==> src/rtl/ddmtd_tag_err.sv <==
module ddmtd_tag_err #(
  parameter int TAG_W     = 32,
  parameter int BEAT_LOG2 = 14
) (
  input  logic             clk,
  input  logic             rst_n,
  input  logic             rec_stb,
  input  logic [TAG_W-1:0] rec_tag,
  input  logic             loc_stb,
  input  logic [TAG_W-1:0] loc_tag,
  input  logic             period_ack,
  input  logic             phase_ack,
  output logic             period_valid,
  output logic [31:0]      period_err,
  output logic             phase_valid,
  output logic [31:0]      phase_err
);
  localparam int BEAT = 1 << BEAT_LOG2;
  localparam logic [BEAT_LOG2-1:0] HALF = BEAT_LOG2'(BEAT / 2);

  logic [TAG_W-1:0] rec_cur, rec_prev, loc_cur;
  logic armed, rec_seen, loc_seen;

  always_ff @(posedge clk) begin
    if (!rst_n) begin
      rec_cur      <= '0;
      rec_prev     <= '0;
      loc_cur      <= '0;
      armed        <= 1'b0;
      rec_seen     <= 1'b0;
      loc_seen     <= 1'b0;
      period_valid <= 1'b0;
    end else begin
      if (rec_stb) begin
        rec_cur <= rec_tag;
        armed   <= 1'b1;
        if (armed) rec_prev <= rec_cur;
      end
      if (loc_stb) loc_cur <= loc_tag;

      if (rec_stb && armed)  period_valid <= 1'b1;
      else if (period_ack)   period_valid <= 1'b0;

      rec_seen <= rec_stb | (rec_seen & ~phase_ack);
      loc_seen <= loc_stb | (loc_seen & ~phase_ack);
    end
  end

  logic [TAG_W-1:0]     span;
  logic [BEAT_LOG2-1:0] frac;

  assign span        = rec_cur - rec_prev;
  assign period_err  = 32'(BEAT) - 32'(span);
  assign frac        = loc_cur[BEAT_LOG2-1:0] - rec_cur[BEAT_LOG2-1:0];
  assign phase_err   = (frac > HALF) ? 32'(frac) - 32'(BEAT) : 32'(frac);
  assign phase_valid = rec_seen & loc_seen;
endmodule

==> config.mk <==
export PLATFORM = sky130hd
export DESIGN_NAME = ddmtd_tag_err
export DESIGN_NICKNAME = d
export VERILOG_FILES = /design/src/rtl/ddmtd_tag_err.sv
export SDC_FILE = /design/constraint.sdc
export NUM_CORES = 1
export LEC_CHECK = 0
export BUFFER_PORTS_ARGS = -buffer_cell sky130_fd_sc_hd__buf_2
export CORE_MARGIN = 2
export CORE_UTILIZATION = 50
export CTS_CLUSTER_DIAMETER = 200
export DETAILED_ROUTE_END_ITERATION = 10
export GPL_ROUTABILITY_DRIVEN = 0
export GPL_TIMING_DRIVEN = 0
export PLACE_DENSITY = 0.75
export SYNTH_ARGS = -nofsm -noshare
export SYNTH_HDL_FRONTEND = slang
export SYNTH_SLANG_ARGS = --single-unit
export TNS_END_PERCENT = 1
==> constraint.sdc <==
create_clock -name clk -period 5.65 [get_ports clk]
set_input_delay 1.13 -clock clk [delete_from_list [all_inputs] [get_ports clk]]
set_output_delay 1.13 -clock clk [all_outputs]
set_load 0.05 [all_outputs]
* Yosys cells after proc, flatten, opt, wreduce, memory -nomap -nowiden *
Index checks and enable logic that the tools add are counted.

operators by class
  add/sub/neg operators = 4
  order comparisons = 1
  muxes and demuxes = 3
  bitwise gates (word level) = 6
  reductions and logical operators = 3

operators with widths
  kind                    count
  $mux 32                 1
  $sub 15x32->32 const A  1
  $sub 32x32->32          1
  $sub 14x15->16 const B  1
  $gt 14x14->1 const B    1
  $sub 14x14->14          1
  $and 1x1->1             3
  $mux 1                  2
  $or 1x1->1              2
  $reduce_and 2->1        1
  $reduce_bool 2->1       1
  $logic_and 1x1->1       1
  $not 1->1               1

storage, ports and cells
  bits in registers = 82
  bits of input ports = 70
  word-level logic and storage cells = 24

* Longest topological paths before layout *
Gate-level depths: netlist of the first run.

  depth in word-level cells = 3
  mapped depth = 13
  depth with buffers taken out = 13

* Worst setup path after synthesis of the first run *
Ideal clock, no wire load.

  kind = register -> output
  from = reg rec_cur[1]
  to = out phase_err[15]
  arrival = 3.982 ns
  setup slack = 0.538 ns
  cell stages (with the launch flop) = 12
  cells stage by stage = dfxtp_1 > inv_1 > ha_1 > nor2b_1 > o21ai_1 > a21oi_1 > o31ai_1 > a21boi_0 > nor4_1 > o2111ai_1 > o41a_1 > buf_4

on the way
  word-level cells in the longest chain between the ends = 3

ends and longest elaborated chain
  item                                            RTL line  source
  start: declaration                              21        logic [TAG_W-1:0] rec_cur, rec_prev, loc_cur;
  start signal: assignment                        35        rec_cur <= rec_tag;
  $sub 14x14->14 *                                54        assign frac = loc_cur[BEAT_LOG2-1:0] - rec_cur[BEAT_LOG2-1:0];
  $sub 14x15->16 or $gt 14x14->1 (tied branches)  55        assign phase_err = (frac > HALF) ? 32'(frac) - 32'(BEAT) : 32'(frac);
  $mux 32 *                                       55
  end: declaration                                16        output logic [31:0] phase_err

Mark *: on every way between the ends. The rest lies on a longest branch, timed or not.

* Worst setup path in the final report of the first run *
  from = reg rec_cur[10]
  to = out period_err[31]

on the way
  word-level cells in the longest chain between the ends = 2

ends and longest elaborated chain
  item              RTL line  source
  $sub 32x32->32    52        assign span = rec_cur - rec_prev;
  $sub 15x32->32    53        assign period_err = 32'(BEAT) - 32'(span);
  end: declaration  14        output logic [31:0] period_err,

Every way passes these cells.

==> impl_results.md, run 1 <==
- Via density: 5.15
- Met1 GRT Util: 29.1%
- Port Buf Inserts: 114
- Grt met3 use: 4.48%
- Status: complete, no violations
- RSZ-0062 raised after global routing: false
- GRT overflow: 0
- Setup bufs post-CTS: 0
- DR WL/cell: 13.8 microns
- Synth Area per Inst: 8.68 sq um
- Routed Wire Length: 13.0 mm
- Req. time, crit path: 4.52 ns
- Root Buffer: clkbuf_16
- Vias in the first global route: 4699
- CTS tree: done
- Xor/xnor share of the synthesized area: 6.09%
- Clock skew: 0.00282 ns
- Main combinational cell family by area after synthesis: compound AO/OA/AOI/OAI gates
- Reg clk slew, reported paths: 0.06 ns
- Largest net degree at the start of global routing: 19
- Worst Hold Slack: 0.463 ns
- Simple-Gate Fraction of Synth Area: 15.6%
- Detailed router's first-iteration violation count: 220
- Number of flops mapped to enable cells by yosys: 0
- Post-synthesis mux area share: 8.01%
- Commonest non-fill, non-tap cells in the layout: buf_2, dfxtp_1, nand2_1
- Synth-to-layout area growth: 18.7%
- Most Frequent Cell on Critical Path: a21oi_1
- Die area: 0.0124 sq mm
- Ys flop type: dfxtp_1
- M2 GR Usage: 34.3%
- Fmax: 186 MHz
- Cells on worst reg2reg path: 5
- Worst hold path depth: 2
- Slew @ Worst Pin: 1.02 ns
- Hold Crit Class: reg -> reg
- Global route hottest layer: met2
- Top delay family on crit path: compound AO/OA/AOI/OAI gates
- Final Cycle Share: 94.9%
- Setup CP Type: reg -> out
- Setup_tns: 0 ns
- Synth cell types: 48
- Number of max-cap violations: 0
- Slew headroom: 30.1%
- CP max stage cell: a2111oi_0
- Worst-skew pair later-pin latency: 0.34 ns
- Crit start category: flop
- Area of the multi-input gates: 0.00370 sq mm
- Core area: 0.0113 sq mm
- Pwr Density: 343 mW/mm^2
- Post-synthesis compound-gate area fraction: 17.9%
- Crit path depth: 12
- Proportion of layout cells with a drive suffix above 1: 19.2%
- CTS Buf Count: 9
- Die X: 111 microns
- All-Layer GR Usage: 21.6%
- Hpwl dp: 10.4 mm
- CP Cell Sequence: inv_1, ha_1, ha_1, a21oi_1, a21oi_1, a2111oi_0, a21oi_1, o311ai_1, a21oi_1, a21oi_1, xnor2_1, buf_2
- Adder-cell share of the synthesized area: 16.8%
- Starting utilization of the core area: 50.8%
- DRC: 0
- Post-Syn Instances: 663
- Die Y: 111 microns
- I/O pin cnt: 136
- Final ANT Viol Nets: 0
- Ys Warns: 0
- First-pass GRT wire length: 22.1 mm
- Drt first pass iters: 4
- CP Max Fanout: 5
- Worst path bufs/invs: 2
- Register area: 0.00164 sq mm
- Sink Count: 82
- Max rail drop VDD: 0.000290 V
- Seq/Total Area, Yosys: 28.5%
- Rows: 39
- Leak pwr: 3.16 nW
- Initial antenna violation count: 1
- Clock Path Buffers: 2
- Crit end category: output pin
- Worst EP arrival: 4.23 ns
- Max-slew violation count: 0
- DR vias: 4827
- Commonest non-fill, non-tap cell in the layout: buf_2
- Synthesized Nets: 809
- Final hold vios: 0
- Post-layout net count: 934
- Post-cts repair resize count: 0
- Post-synth design cell area: 0.00575 sq mm
- Period minus WS final: 5.36 ns
- FILL cells: 987
- CTS Hold Bufs: 0
- Async SR Flop Fraction: 0%
- H-tree Lvls: 3
- #FFs+latches synth: 82
- CP max stage delay: 0.87 ns
- Final Setup Violations: 0
path summary, 6_finish.rpt:
check                                         startpoint                        end  slack, ns
worst max-delay path            rec_cur[10]$_SDFFE_PN0P_             period_err[31]       0.29
worst min-delay path            rec_prev[0]$_SDFFE_PN0P_   rec_prev[0]$_SDFFE_PN0P_       0.46
worst max register to register        armed$_SDFFE_PN0P_  rec_prev[12]$_SDFFE_PN0P_       4.23
worst min register to register  rec_prev[0]$_SDFFE_PN0P_   rec_prev[0]$_SDFFE_PN0P_       0.46
state kept, by name, indices dropped and copies added, names as in the netlist:
register / count
loc_cur: 14
rec_cur: 32
rec_prev: 32
rec_seen: 1
period_valid: 1
armed: 1
loc_seen: 1
worst register-to-register path, cell delays in order (launching register included):
cell,delay [ns]
dfxtp_1,0.34
and2_1,0.12
clkbuf_1,0.19
clkbuf_1,0.40
nand2_1,0.11
a21boi_0,0.18
final cells by class:
| type | count | area share (%) |
|---|---|---|
| Timing Repair Buffer | 114 | 8.36 |
| Clock inverter | 4 | 1.08 |
| Tap cell | 143 | 2.62 |
| Inverter | 48 | 2.64 |
| Buffer | 43 | 3.30 |
| Multi-Input combinational cell | 490 | 54.3 |
| Sequential cell | 82 | 24.0 |
| Antenna cell | 2 | 0.0733 |
| Clock buffer | 12 | 3.61 |
per-layer routing:
layer	wire, microns	vias up
met2	5780	140
met3	804	20
met4	276	0
met1	6120	2155
li1	-	2512
met5	0	-
per-stage QoR:
stage | util, % | cell area, sq um | std cells | total power, W | worst slack, ns
3_5_place_dp | 57.4 | 6500 | 920 | 0.00172 | 0.793
6_report | 60.3 | 6830 | 938 | 0.00234 | 0.287
3_3_place_gp | 57.4 | 6500 | 920 | 0.00170 | 0.794
5_1_grt | 60.3 | 6820 | 936 | 0.00244 | 0.174
4_1_cts | 60.3 | 6820 | 936 | 0.00235 | 0.402
2_1_floorplan | - | 5750 | 663 | 0.00151 | 0.538
logic make-up (layout without fill, tap and decap cells):
logic type | count (synthesis) | in the layout
XOR/XNOR | 40 | 40
flip-flops | 82 | 82
other | 0 | 2
adder cells (fa/ha/maj) | 76 | 76
buffers and inverters | 91 | 221
AND/OR/NAND/NOR | 183 | 183
multiplexers | 46 | 46
AO/OA/AOI/OAI | 145 | 145
power by group:
group	internal (W)	leakage, nW	total, W	switching [W]
combinational	0.000326	2.33	0.00109	0.000762
clock	0.000400	0.157	0.000628	0.000228
sequential	0.000604	0.672	0.000624	0.0000195
total	0.00133	3.16	0.00234	0.00101
cell usage after synthesis, types with 17 or more instances:
cell type   n  area, sq um
a21boi_0   36          270
a21o_1     19          143
a21oi_1    42          210
buf_4      17          128
clkbuf_1   25         93.8
dfxtp_1    82         1640
ha_1       74          926
inv_1      48          180
mux2i_1    46          460
nand2_1    78          293
nor2_1     18         67.6
nor2b_1    54          338
xnor2_1    28          245
(Power assumes the default switching activity.)
==> run 2: changes to the inputs <==
ABC_CLOCK_PERIOD_IN_PS = 5650   (was not set)
REMOVE_ABC_BUFFERS = 1   (was not set)
==> impl_results.md, run 2 (same netlist as run 1, synthesis figures left out) <==
- Max rail drop VDD: 0.000434 V (+50%)
- Synth-to-layout area growth: 15.7%
- I/O pin cnt: 136 (unchanged)
- CTS Hold Bufs: 0 (unchanged)
- Worst EP arrival: 3.72 ns (-0.51 ns)
- Port Buf Inserts: 117 (+2.6%)
- Clock skew: 0.00512 ns (+0.00230 ns)
- Slew @ Worst Pin: 1.32 ns (+0.296 ns)
- Commonest non-fill, non-tap cell in the layout: buf_2
- CTS Buf Count: 9 (unchanged)
- CP max stage delay: 0.57 ns (-0.30 ns)
- Initial antenna violation count: 0 (-1)
- Clock power share: 30.6% (+3.8 points)
- Post-cts repair resize count: 0 (unchanged)
- CP max stage cell: a2111oi_0
- All-Layer GR Usage: 20.0% (-1.6 points)
- Worst-skew pair later-pin latency: 0.35 ns (about the same)
- Final Util: 58.8% (-1.5 points)
- Final hold vios: 0 (unchanged)
- Final Setup Violations: 0 (unchanged)
- Setup_tns: 0 ns (unchanged)
- Clock Path Buffers: 2 (unchanged)
- Pwr Density: 357 mW/mm^2 (+4.1%)
- Worst slack at placement: 1.12 ns (+0.328 ns)
- R2r setup slk: 3.87 ns (-0.36 ns)
- Sink Count: 82 (unchanged)
- Fmax: 206 MHz (+11%)
- Switching Fraction: 42.9% (-0.19 points)
- Flop pwr share: 26.2% (-0.5 points)
- Max-slew violation count: 0 (unchanged)
- Req. time, crit path: 4.52 ns (about the same)
- Worst setup margin: 0.803 ns (+0.516 ns)
- Rows: 39 (unchanged)
- Detailed router's first-iteration violation count: 128 (-42%)
- Hold Crit Class: reg -> reg
- Die Y: 111 microns (unchanged)
- Final non-filler cell total: 896 (-4.5%)
- Combinational Power Share: 43.2% (-3.3 points)
- CTS tree: done
- Crit start category: flop
- RSZ-0062 raised after global routing: false
- DR WL/cell: 13.6 microns (-1.3%)
- First-pass GRT wire length: 20.4 mm (-7.5%)
- Largest net degree at the start of global routing: 83 (+64)
- Slew headroom: 12.1% (-18 points)
- DRC: 0 (unchanged)
- CP Cell Sequence: inv_1, ha_1, ha_1, a21oi_1, a21oi_1, a2111oi_0, a21oi_1, o311ai_1, a21oi_1, a21oi_1, xnor2_1, buf_2
- Final ANT Viol Nets: 0 (unchanged)
- FILL cells: 1009 (+2.2%)
- Commonest non-fill, non-tap cells in the layout: buf_2, dfxtp_1, nand2_1
- Sw power: 0.00102 W (+1.1%)
- Status: complete, no violations
- Number of diodes: 0 (-2)
- Via density: 5.26 (+2.3%)
- Largest registers: rec_cur: 32 flops, rec_prev: 32 flops, loc_cur: 14 flops
- DR vias: 4715 (-2.3%)
- Vias in the first global route: 4616 (-1.8%)
- Die X: 111 microns (unchanged)
- Most Frequent Cell on Critical Path: a21oi_1
- Starting utilization of the core area: 50.8% (unchanged)
- Crit end category: output pin
- Total power: 0.00238 W (+1.6%)
- Number of max-cap violations: 0 (unchanged)
- Die area: 0.0124 sq mm (unchanged)
- Post-layout net count: 894 (-4.3%)
- Reg clk slew, reported paths: 0.06 ns (about the same)
- Routed Wire Length: 12.2 mm (-5.8%)
- Final Cycle Share: 85.8% (-9.1 points)
- Proportion of layout cells with a drive suffix above 1: 18.6% (-0.58 points)
- CP Max Fanout: 5 (unchanged)
- Hpwl dp: 8.96 mm (-14%)
- Period minus WS final: 4.85 ns (-0.516 ns)
- Root Buffer: clkbuf_16
- Core area: 0.0113 sq mm (unchanged)
- GRT overflow: 0 (unchanged)
- Leak pwr: 3.08 nW (-2.5%)
- Inst Count DP: 880 (-4.3%)
- P_int: 0.00136 W (+1.9%)
- Setup bufs post-CTS: 0 (unchanged)
- H-tree Lvls: 3 (unchanged)
- Drt first pass iters: 4 (unchanged)
- Setup CP Type: reg -> out
[run 2: power by group through the flow]
stage               combinational (W)  clock (W)  sequential (W)
floorplan                    0.000806          0        0.000631
global route                  0.00109   0.000762        0.000625
global placement              0.00101          0        0.000634
finish                        0.00103   0.000727        0.000622
CTS                           0.00103   0.000744        0.000622
detailed placement            0.00103          0        0.000635
[run 2: per-stage QoR]
| step | area, sq um | hold WS (ns) |
|---|---|---|
| 6_report | 6660 | 0.470 |
| 5_1_grt | 6660 | 0.485 |
| 4_1_cts | 6660 | 0.473 |
| 3_5_place_dp | 6290 | 0.465 |
| 3_3_place_gp | 6290 | 0.455 |
| 2_1_floorplan | 5530 | 0.443 |
[run 2: worst max-delay path: cells and delay by family, from the launching register on]
kind	cells	cell delay, ns
fa+ha+maj	2	0.66
compound gates	7	1.85
flops	1	0.35
xor+xnor	1	0.14
buf+inv	2	0.37
[run 2: layer usage]
layer,track usage [%],routed length [microns],up-vias
met5,0,0,-
met4,9.22,308,0
met3,4.26,636,23
met2,35.9,5870,115
met1,22.7,5410,2150
li1,-,-,2427
[run 2: final timing paths]
check | depth (start not counted) | to | start
max | 12 | period_err[31] | rec_cur[10]$_SDFFE_PN0P_
min | 2 | rec_prev[14]$_SDFFE_PN0P_ | rec_prev[14]$_SDFFE_PN0P_
max reg2reg | 3 | rec_prev[22]$_SDFFE_PN0P_ | armed$_SDFFE_PN0P_
min reg2reg | 2 | rec_prev[14]$_SDFFE_PN0P_ | rec_prev[14]$_SDFFE_PN0P_
[run 2: final cells by class]
| class | count | area, sq um | area share, % |
|---|---|---|---|
| clock inverters | 7 | 141 | 2.12 |
| flip-flops and latches | 82 | 1640 | 24.7 |
| well taps | 143 | 179 | 2.69 |
| multi-input cells | 490 | 3700 | 55.6 |
| repair buffers | 117 | 586 | 8.80 |
| clock buffers | 9 | 225 | 3.38 |
| inverters | 48 | 180 | 2.71 |
==> run 3: changes to the inputs <==
CTS_BUF_LIST = sky130_fd_sc_hd__clkbuf_4   (was not set)
==> impl_results.md, run 3 (same netlist as run 1, synthesis figures left out) <==
- Status: complete, no violations
- CP Max Fanout: 5 (unchanged)
- Crit end category: output pin
- Req. time, crit path: 4.52 ns (about the same)
- Port Buf Inserts: 117 (unchanged)
- Clock skew: 0.0208 ns (+0.0157 ns)
- RSZ-0062 raised after global routing: false
- Worst setup path start: rec_cur[10]$_SDFFE_PN0P_
- Clock Path Buffers: 2 (unchanged)
- Post-layout net count: 894 (unchanged)
- DR vias: 4711 (-0.085%)
- Cell area after placement: 0.00629 sq mm (unchanged)
- Hpwl dp: 8.96 mm (unchanged)
- Setup CP Type: reg -> out
- Detailed router's first-iteration violation count: 193 (+51%)
- Worst reg2reg endpoint: rec_prev[30]$_SDFFE_PN0P_
- Routed Wire Length: 12.0 mm (-1.8%)
- Most Frequent Cell on Critical Path: a21oi_1
- Cells on worst reg2reg path: 3 (unchanged)
- Leak pwr: 3.01 nW (-2.3%)
- Via density: 5.26 (about the same)
- Number of max-cap violations: 0 (unchanged)
- Final Setup Violations: 0 (unchanged)
- Rows: 39 (unchanged)
- Starting utilization of the core area: 50.8% (unchanged)
- Fmax: 200 MHz (-3.0%)
- Max rail drop VDD: 0.000414 V (-4.7%)
- Worst-skew pair later-pin latency: 0.47 ns (+0.12 ns)
- Critical R2R Launch: armed$_SDFFE_PN0P_
- Final Util: 57.4% (-1.4 points)
- CP max stage cell: a2111oi_0
- Final Cycle Share: 88.5% (+2.7 points)
- Pwr Density: 329 mW/mm^2 (-7.9%)
- All-Layer GR Usage: 19.8% (-0.23 points)
- Hold Crit Class: reg -> reg
- Largest registers: rec_cur: 32 flops, rec_prev: 32 flops, loc_cur: 14 flops
- Setup_tns: 0 ns (unchanged)
- Worst EP arrival: 3.87 ns (+0.15 ns)
- Vias in the first global route: 4602 (-0.30%)
- Final hold vios: 0 (unchanged)
- Max-slew violation count: 0 (unchanged)
- First-pass GRT wire length: 20.2 mm (-0.85%)
- Post-route cell area: 0.00650 sq mm (-2.4%)
- Synth-to-layout area growth: 13.0%
- Slew headroom: 13.7% (+1.6 points)
- GRT overflow: 0 (unchanged)
- Setup bufs post-CTS: 0 (unchanged)
- Worst slack at placement: 1.12 ns (unchanged)
- Number of diodes: 0 (unchanged)
- CTS tree: done
- Slew @ Worst Pin: 1.29 ns (-0.0240 ns)
- Worst setup margin: 0.652 ns (-0.150 ns)
- CTS Hold Bufs: 0 (unchanged)
- Commonest non-fill, non-tap cells in the layout: buf_2, dfxtp_1, nand2_1
- Final ANT Viol Nets: 0 (unchanged)
- Core area: 0.0113 sq mm (unchanged)
- Reg clk slew, reported paths: 0.15 ns (+0.09 ns)
- Proportion of layout cells with a drive suffix above 1: 18.6% (unchanged)
- CP Cell Sequence: inv_1, ha_1, ha_1, a21oi_1, a21oi_1, a2111oi_0, a21oi_1, o311ai_1, a21oi_1, a21oi_1, xnor2_1, buf_2
- Total power: 0.00214 W (-10%)
- Commonest non-fill, non-tap cell in the layout: buf_2
- Post-cts repair resize count: 0 (unchanged)
- Crit path to: period_err[31]
- Die X: 111 microns (unchanged)
- Drt first pass iters: 4 (unchanged)
- Sink Count: 82 (unchanged)
- Largest net degree at the start of global routing: 83 (unchanged)
- CP max stage delay: 0.57 ns (about the same)
- Initial antenna violation count: 0 (unchanged)
- R2r setup slk: 3.88 ns (about the same)
- Period minus WS final: 5.00 ns (+0.150 ns)
- Crit start category: flop
- CTS Buf Count: 9 (unchanged)
- DRC: 0 (unchanged)
- H-tree Lvls: 3 (unchanged)
- I/O pin cnt: 136 (unchanged)
- Die Y: 111 microns (unchanged)
- Die area: 0.0124 sq mm (unchanged)
- Root Buffer: clkbuf_4
- DR WL/cell: 13.4 microns (-1.8%)
==> run 3: cell type report <==
type | instances | area (sq um)
Fill cell | 1034 | 4820
Multi-Input combinational cell | 490 | 3700
Sequential cell | 82 | 1640
Timing Repair Buffer | 117 | 586
Inverter | 48 | 180
Tap cell | 143 | 179
Clock inverter | 7 | 141
Clock buffer | 9 | 67.6
==> run 3: worst max-delay path, delay by kind of cell, from the launching register on <==
family	cells	cell delay [ns]
AO/OA/AOI/OAI	7	1.86
XOR/XNOR	1	0.14
adder cells (fa/ha/maj)	2	0.66
buffers and inverters	2	0.37
flip-flops	1	0.38
==> run 3: how the worst min path moves through the flow <==
stage                     depth (start not counted)  slack [ns]                         to                       from
after floorplan                                   2        0.44   rec_prev[0]$_SDFFE_PN0P_   rec_prev[0]$_SDFFE_PN0P_
after global placement                            2        0.46  rec_prev[14]$_SDFFE_PN0P_  rec_prev[14]$_SDFFE_PN0P_
after detailed placement                          2        0.46  rec_prev[14]$_SDFFE_PN0P_  rec_prev[14]$_SDFFE_PN0P_
after CTS                                         2        0.48  rec_prev[14]$_SDFFE_PN0P_  rec_prev[14]$_SDFFE_PN0P_
after global routing                              2        0.50  rec_prev[14]$_SDFFE_PN0P_  rec_prev[14]$_SDFFE_PN0P_
final                                             2        0.48  rec_prev[18]$_SDFFE_PN0P_   rec_cur[18]$_SDFFE_PN0P_
==> run 3: power breakdown <==
part / leakage (nW) / internal (W) / switching [W]
combinational: 2.23 / 0.000275 / 0.000750
clock: 0.106 / 0.000268 / 0.000222
sequential: 0.672 / 0.000604 / 0.0000180
total: 3.01 / 0.00115 / 0.000989
==> run 3: per-layer routing <==
| metal | vias to the layer above | global-route usage [%] | part of all wire [%] |
|---|---|---|---|
| met5 | - | 0 | 0 |
| met1 | 2133 | 22.8 | 45 |
| met4 | 0 | 8.48 | 2.3 |
| met2 | 122 | 35.4 | 47 |
| met3 | 23 | 4.26 | 5.3 |
| li1 | 2433 | - | - |
==> run 3: stage by stage <==
stage	instances	hold slack (ns)
final	896	0.475
after global routing	896	0.495
after floorplan	620	0.443
after detailed placement	880	0.465
after global placement	880	0.455
after CTS	896	0.483
